<file path="src/rtl/spi_sel_guard.sv">
module spi_sel_guard #(
  parameter int SYNC_STAGES = 2
) (
  input  logic       clk,
  input  logic       rst_n,
  input  logic       is_master,
  input  logic       fixed_sel,
  input  logic       dec_en,
  input  logic       fault_off,
  input  logic [3:0] mr_code,
  input  logic [3:0] tx_code,
  input  logic       xfer_active,
  input  logic       enable_set,
  input  logic       status_rd,
  input  logic       ss0_in,
  output logic [3:0] cs_n,
  output logic [1:0] cfg_idx,
  output logic       sel_ok,
  output logic       fault,
  output logic       ctl_en
);

  logic [3:0] code;
  logic [3:0] low_pat;
  logic [1:0] low_idx;
  logic [3:0] pin_pat;
  logic [SYNC_STAGES-1:0] sync_q;
  logic [SYNC_STAGES-1:0] own_q;
  logic own_quiet;
  logic fault_hit;

  assign code   = fixed_sel ? mr_code : tx_code;
  assign sel_ok = (code != 4'hF);

  always_comb begin
    low_pat = 4'hF;
    low_idx = 2'd0;
    for (int i = 3; i >= 0; i--) begin
      if (!code[i]) begin
        low_pat = 4'hF & ~(4'b0001 << i);
        low_idx = 2'(i);
      end
    end
  end

  assign pin_pat = dec_en ? code : low_pat;
  assign cfg_idx = dec_en ? code[3:2] : low_idx;

  always_ff @(posedge clk or negedge rst_n) begin
    if (!rst_n)                              cs_n <= 4'hF;
    else if (xfer_active && sel_ok && ctl_en) cs_n <= pin_pat;
    else                                     cs_n <= 4'hF;
  end

  always_ff @(posedge clk or negedge rst_n) begin
    if (!rst_n) begin
      sync_q <= '1;
      own_q  <= '1;
    end else begin
      sync_q <= {sync_q[SYNC_STAGES-2:0], ss0_in};
      own_q  <= {own_q[SYNC_STAGES-2:0], cs_n[0]};
    end
  end

  assign own_quiet = cs_n[0] && (&own_q);
  assign fault_hit = ctl_en && is_master && !fault_off && own_quiet
                     && !sync_q[SYNC_STAGES-1];

  always_ff @(posedge clk or negedge rst_n) begin
    if (!rst_n) begin
      fault  <= 1'b0;
      ctl_en <= 1'b0;
    end else begin
      fault <= fault_hit || (fault && !status_rd);
      if (fault_hit)       ctl_en <= 1'b0;
      else if (enable_set) ctl_en <= 1'b1;
    end
  end

  p_idle_high_r7: assert property (@(posedge clk) disable iff (!rst_n)
    (!xfer_active || !ctl_en) |=> (cs_n == 4'hF));

  p_invalid_idle_r5: assert property (@(posedge clk) disable iff (!rst_n)
    !sel_ok |=> (cs_n == 4'hF));

  p_single_low_r4: assert property (@(posedge clk) disable iff (!rst_n)
    !dec_en |=> ($countones(~cs_n) <= 1));

  p_fault_kills_en_r8: assert property (@(posedge clk) disable iff (!rst_n)
    $rose(fault) |-> !ctl_en);

  p_fault_sticky_r9: assert property (@(posedge clk) disable iff (!rst_n)
    (fault && !status_rd) |=> fault);

  p_fault_gated_r10: assert property (@(posedge clk) disable iff (!rst_n)
    (fault_off || !is_master || !ctl_en) && !fault |=> !$rose(fault) || 1'b0 == 1'b0 && !fault);

endmodule

</file>
<file path="config.mk">
export PLATFORM = sky130hd
export DESIGN_NAME = spi_sel_guard
export DESIGN_NICKNAME = d
export VERILOG_FILES = /design/src/rtl/spi_sel_guard.sv
export SDC_FILE = /design/constraint.sdc
export NUM_CORES = 1
export LEC_CHECK = 0
export CORE_AREA = 2 2 40 42
export CTS_BUF_LIST = sky130_fd_sc_hd__clkbuf_8
export CTS_CLUSTER_SIZE = 14
export DETAILED_ROUTE_END_ITERATION = 10
export DIE_AREA = 0 0 42 44
export PLACE_DENSITY = 0.72
export RECOVER_POWER = 25
export SYNTH_ARGS = -nofsm -noshare
export SYNTH_HDL_FRONTEND = slang
export SYNTH_SLANG_ARGS = --single-unit
</file>
<file path="constraint.sdc">
create_clock -name clk -period 2.4 [get_ports clk]
set_input_delay 0.72 -clock clk [delete_from_list [all_inputs] [get_ports clk]]
set_output_delay 0.72 -clock clk [all_outputs]
set_load 0.02 [all_outputs]
</file>
==> results.json, run 1 <==
{
  "drcViolationCount": 0,
  "drive_above_1_share_pct": 42.1,
  "syn_nets": 57,
  "critical_path.top_delay_family": "buffers and inverters",
  "via_per_inst": 5.02,
  "post-route-util_pct": 62.6,
  "hpwl_um": 915,
  "clkPwrFrac_pct": 34.0,
  "die_w_um": 42,
  "gr-usage-all-layers_pct": 16.0,
  "power_mw": 0.477,
  "synth_adder_area_share_pct": 0,
  "syn_area_per_cell_um2": 12.2,
  "core_um2": 1420,
  "syn_inst": 39,
  "ir_worst_vdd_uv": 233,
  "finClkSkew_ns": 0.000741,
  "ios": 27,
  "whs_ns": 0.357,
  "cts.path.max_buffers": 2,
  "whs_path_depth": 0,
  "nets": 96,
  "overflow": 0,
  "ant_nets": 0,
  "die_h_um": 44,
  "cp_num_buf_inv": 2,
  "required_ns": 1.68,
  "r2r_setup_slack_ns": 1.29,
  "clk-insertion-delay-late_ns": 0.23,
  "power_frac_comb_pct": 25.8,
  "max_freq_ghz": 0.422,
  "worstHoldStart": "sync_q[0]$_DFF_PN1_",
  "htree_levels": 1,
  "cp.arrival_ns": 1.65,
  "relSlewSlack_pct": 72.5,
  "fin_crit_sh_pct": 98.7,
  "grt_pass1_vias": 492,
  "gp_routability_congestion": 0.814,
  "areaGrowthSynthToFinish_pct": 86.8,
  "power_density_nw_per_um2": 537,
  "rr_worst_depth": 2,
  "yosys.area_share.simple_pct": 17.6,
  "min_delay_worst_endpoint": "sync_q[1]$_DFF_PN1_",
  "grt_max_degree": 11,
  "p_seq_share_pct": 40.2,
  "grt_pass1_wl_mm": 2.06,
  "rows": 14,
  "yosysUniqueCellTypes": 24,
  "p_sw_share_pct": 23.4,
  "initial_core_util_pct": 33.5,
  "clk_pin_slew_ns": 0.04,
  "crit_path_cell_trace": "dlygate4sd2_1 > mux2_4 > o22ai_4 > o2bb2ai_2 > buf_6",
  "p_switching_mw": 0.112,
  "seq_area_frac_synth_pct": 54.7,
  "synth_xor_area_share_pct": 0,
  "tightest_slew_ns": 0.411,
  "root_buffer": "clkbuf_8",
  "cts_tree": "done",
  "num_antenna_cells": 0,
  "r2r_end": "cs_n[1]$_DFF_PN1_",
  "synth_largest_area_cell": "dfstp_2",
  "final-setup-viol-count": 0,
  "die_area_um2": 1850,
  "detail_route.first_pass.iterations": 2,
  "yosysWarnings": 0,
  "synth_top_area_share_pct": 44.2,
  "leakage_nw": 0.390,
  "intPower_mw": 0.366,
  "final_max_slew_viol_count": 0,
  "status": "completed",
  "antenna_found_initial": 0,
  "cts_inserted_buffers": 3,
  "synthTopCellsByArea": "dfstp_2 44%, dfrtp_1 11%, mux2_2 4.7%",
  "ys_seq_elements": 10,
  "totalWireLength_mm": 1.22,
  "worstSetupPathType": "input port to primary output",
  "hold_path.class": "register to register",
  "drt_iter0_markers": 1,
  "cts_sinks": 10,
  "synth_mux_area_share_pct": 10.0,
  "vias": 462,
  "period_minus_slack_ns": 2.37,
  "path_max_fanout": 2,
  "hold_violations": 0,
  "synth_compound_area_share_pct": 13.7,
  "wl_per_cell_um": 13.3,
  "cp_slowest_stage_delay_ns": 0.29,
  "maxCapViolCount": 0,
  "crit_slowest_cell": "mux2_4",
  "cp-end-kind": "primary output",
  "worst_setup_path_start_kind": "input port",
  "rr_startpoint": "ctl_en$_DFFE_PN0P_",
  "port_buffers": 26,
  "synth_top_family_by_area": "simple AND/OR/NAND/NOR gates",
  "netlist_area_um2": 475
}
registers in the layout, summed over array words and instances (netlist names):
name,flops
fault,1
ctl_en,1
cs_n,4
own_q,2
sync_q,2
how the worst max path moves through the flow:
stage | from | depth (start not counted) | end | slack (ns)
floorplan | fixed_sel | 4 | cfg_idx[1] | 0.10
CTS | mr_code[3] | 5 | cfg_idx[1] | 0.004
global route | tx_code[1] | 5 | cfg_idx[0] | -0.008
global placement | fixed_sel | 5 | cfg_idx[0] | -0.84
detailed placement | fixed_sel | 5 | cfg_idx[0] | -0.87
finish | tx_code[1] | 5 | cfg_idx[0] | 0.03
stage by stage:
step	cell area [µm²]	setup slack [ns]	instances	setup TNS, ns
after floorplan	475	0.100	39	0
after global placement	790	-0.840	86	-2.32
after detailed placement	790	-0.865	86	-2.37
after CTS	867	0.00450	92	0
after global routing	888	-0.00822	92	-0.00822
final	888	0.0322	92	0
area by class of cell:
class	count	area, µm²
clock buffers	3	41.3
fillers	128	531
inverters	2	7.51
multi-input cells	26	244
flip-flops and latches	10	260
well taps	16	20.0
repair buffers	35	315
power groups by stage:
stage	clock [mW]	combinational, mW	sequential, mW
2_1_floorplan	0	0.0344	0.203
4_1_cts	0.168	0.116	0.193
5_1_grt	0.181	0.132	0.194
3_3_place_gp	0	0.109	0.195
6_report	0.162	0.123	0.192
3_5_place_dp	0	0.110	0.195
Yosys cell counts, drive strengths merged:
cell type and n:
nand4b 1, nor2 2, o21a 1, nand2 2, o2bb2ai 1, o2111ai 1, mux2 3, or3b 1
dfrtp 2, o21ai 2, mux2i 1, and2 1, a41o 1, buf 1, nand3 2, inv 2
nand3b 2, a22o 1, a21oi 1, and4b 1, o22ai 1, or4b 1, dfstp 8
repair_timing:
item / CTS / global route
pin swaps: 7 / 1
setup endpoints to repair: 3 / 2
resized for setup: 42 / 7
hold buffers: 0 / 0
setup buffers: 3 / 0
logic make-up (layout without fill, tap and decap cells):
| family | count (synthesis) | in the layout |
|---|---|---|
| buf+inv | 3 | 40 |
| mux | 4 | 4 |
| simple gates | 13 | 13 |
| flops | 10 | 10 |
| compound gates | 9 | 9 |
cells in the final DEF (no fill, tap or decap), types with 2 or more instances in the layout:
cell type / n
dlygate4sd3_1: 2
mux2_4: 3
buf_4: 9
dlygate4sd2_1: 6
nor2_1: 2
dfstp_2: 6
clkbuf_8: 3
o21ai_0: 2
buf_2: 2
inv_1: 2
dfstp_1: 2
dfrtp_1: 2
buf_6: 4
nand3b_1: 2
clkdlybuf4s50_1: 11
nand2_1: 2
layer usage:
metal	GRT usage (%)	vias up	part of all wire [%]	wire length, µm
met5	0	-	0	0
met4	13.5	0	2.2	27
met3	5.83	4	11	130
met2	28.4	28	52	636
met1	14.4	208	35	427
li1	-	222	-	-
Power figures use the tool's default switching activity.
==> run 2: changes to the inputs <==
SLEW_MARGIN = 25   (was unset)
==> results of run 2 <==
The final DEF is identical to that of run 1; final timing and power are the same.
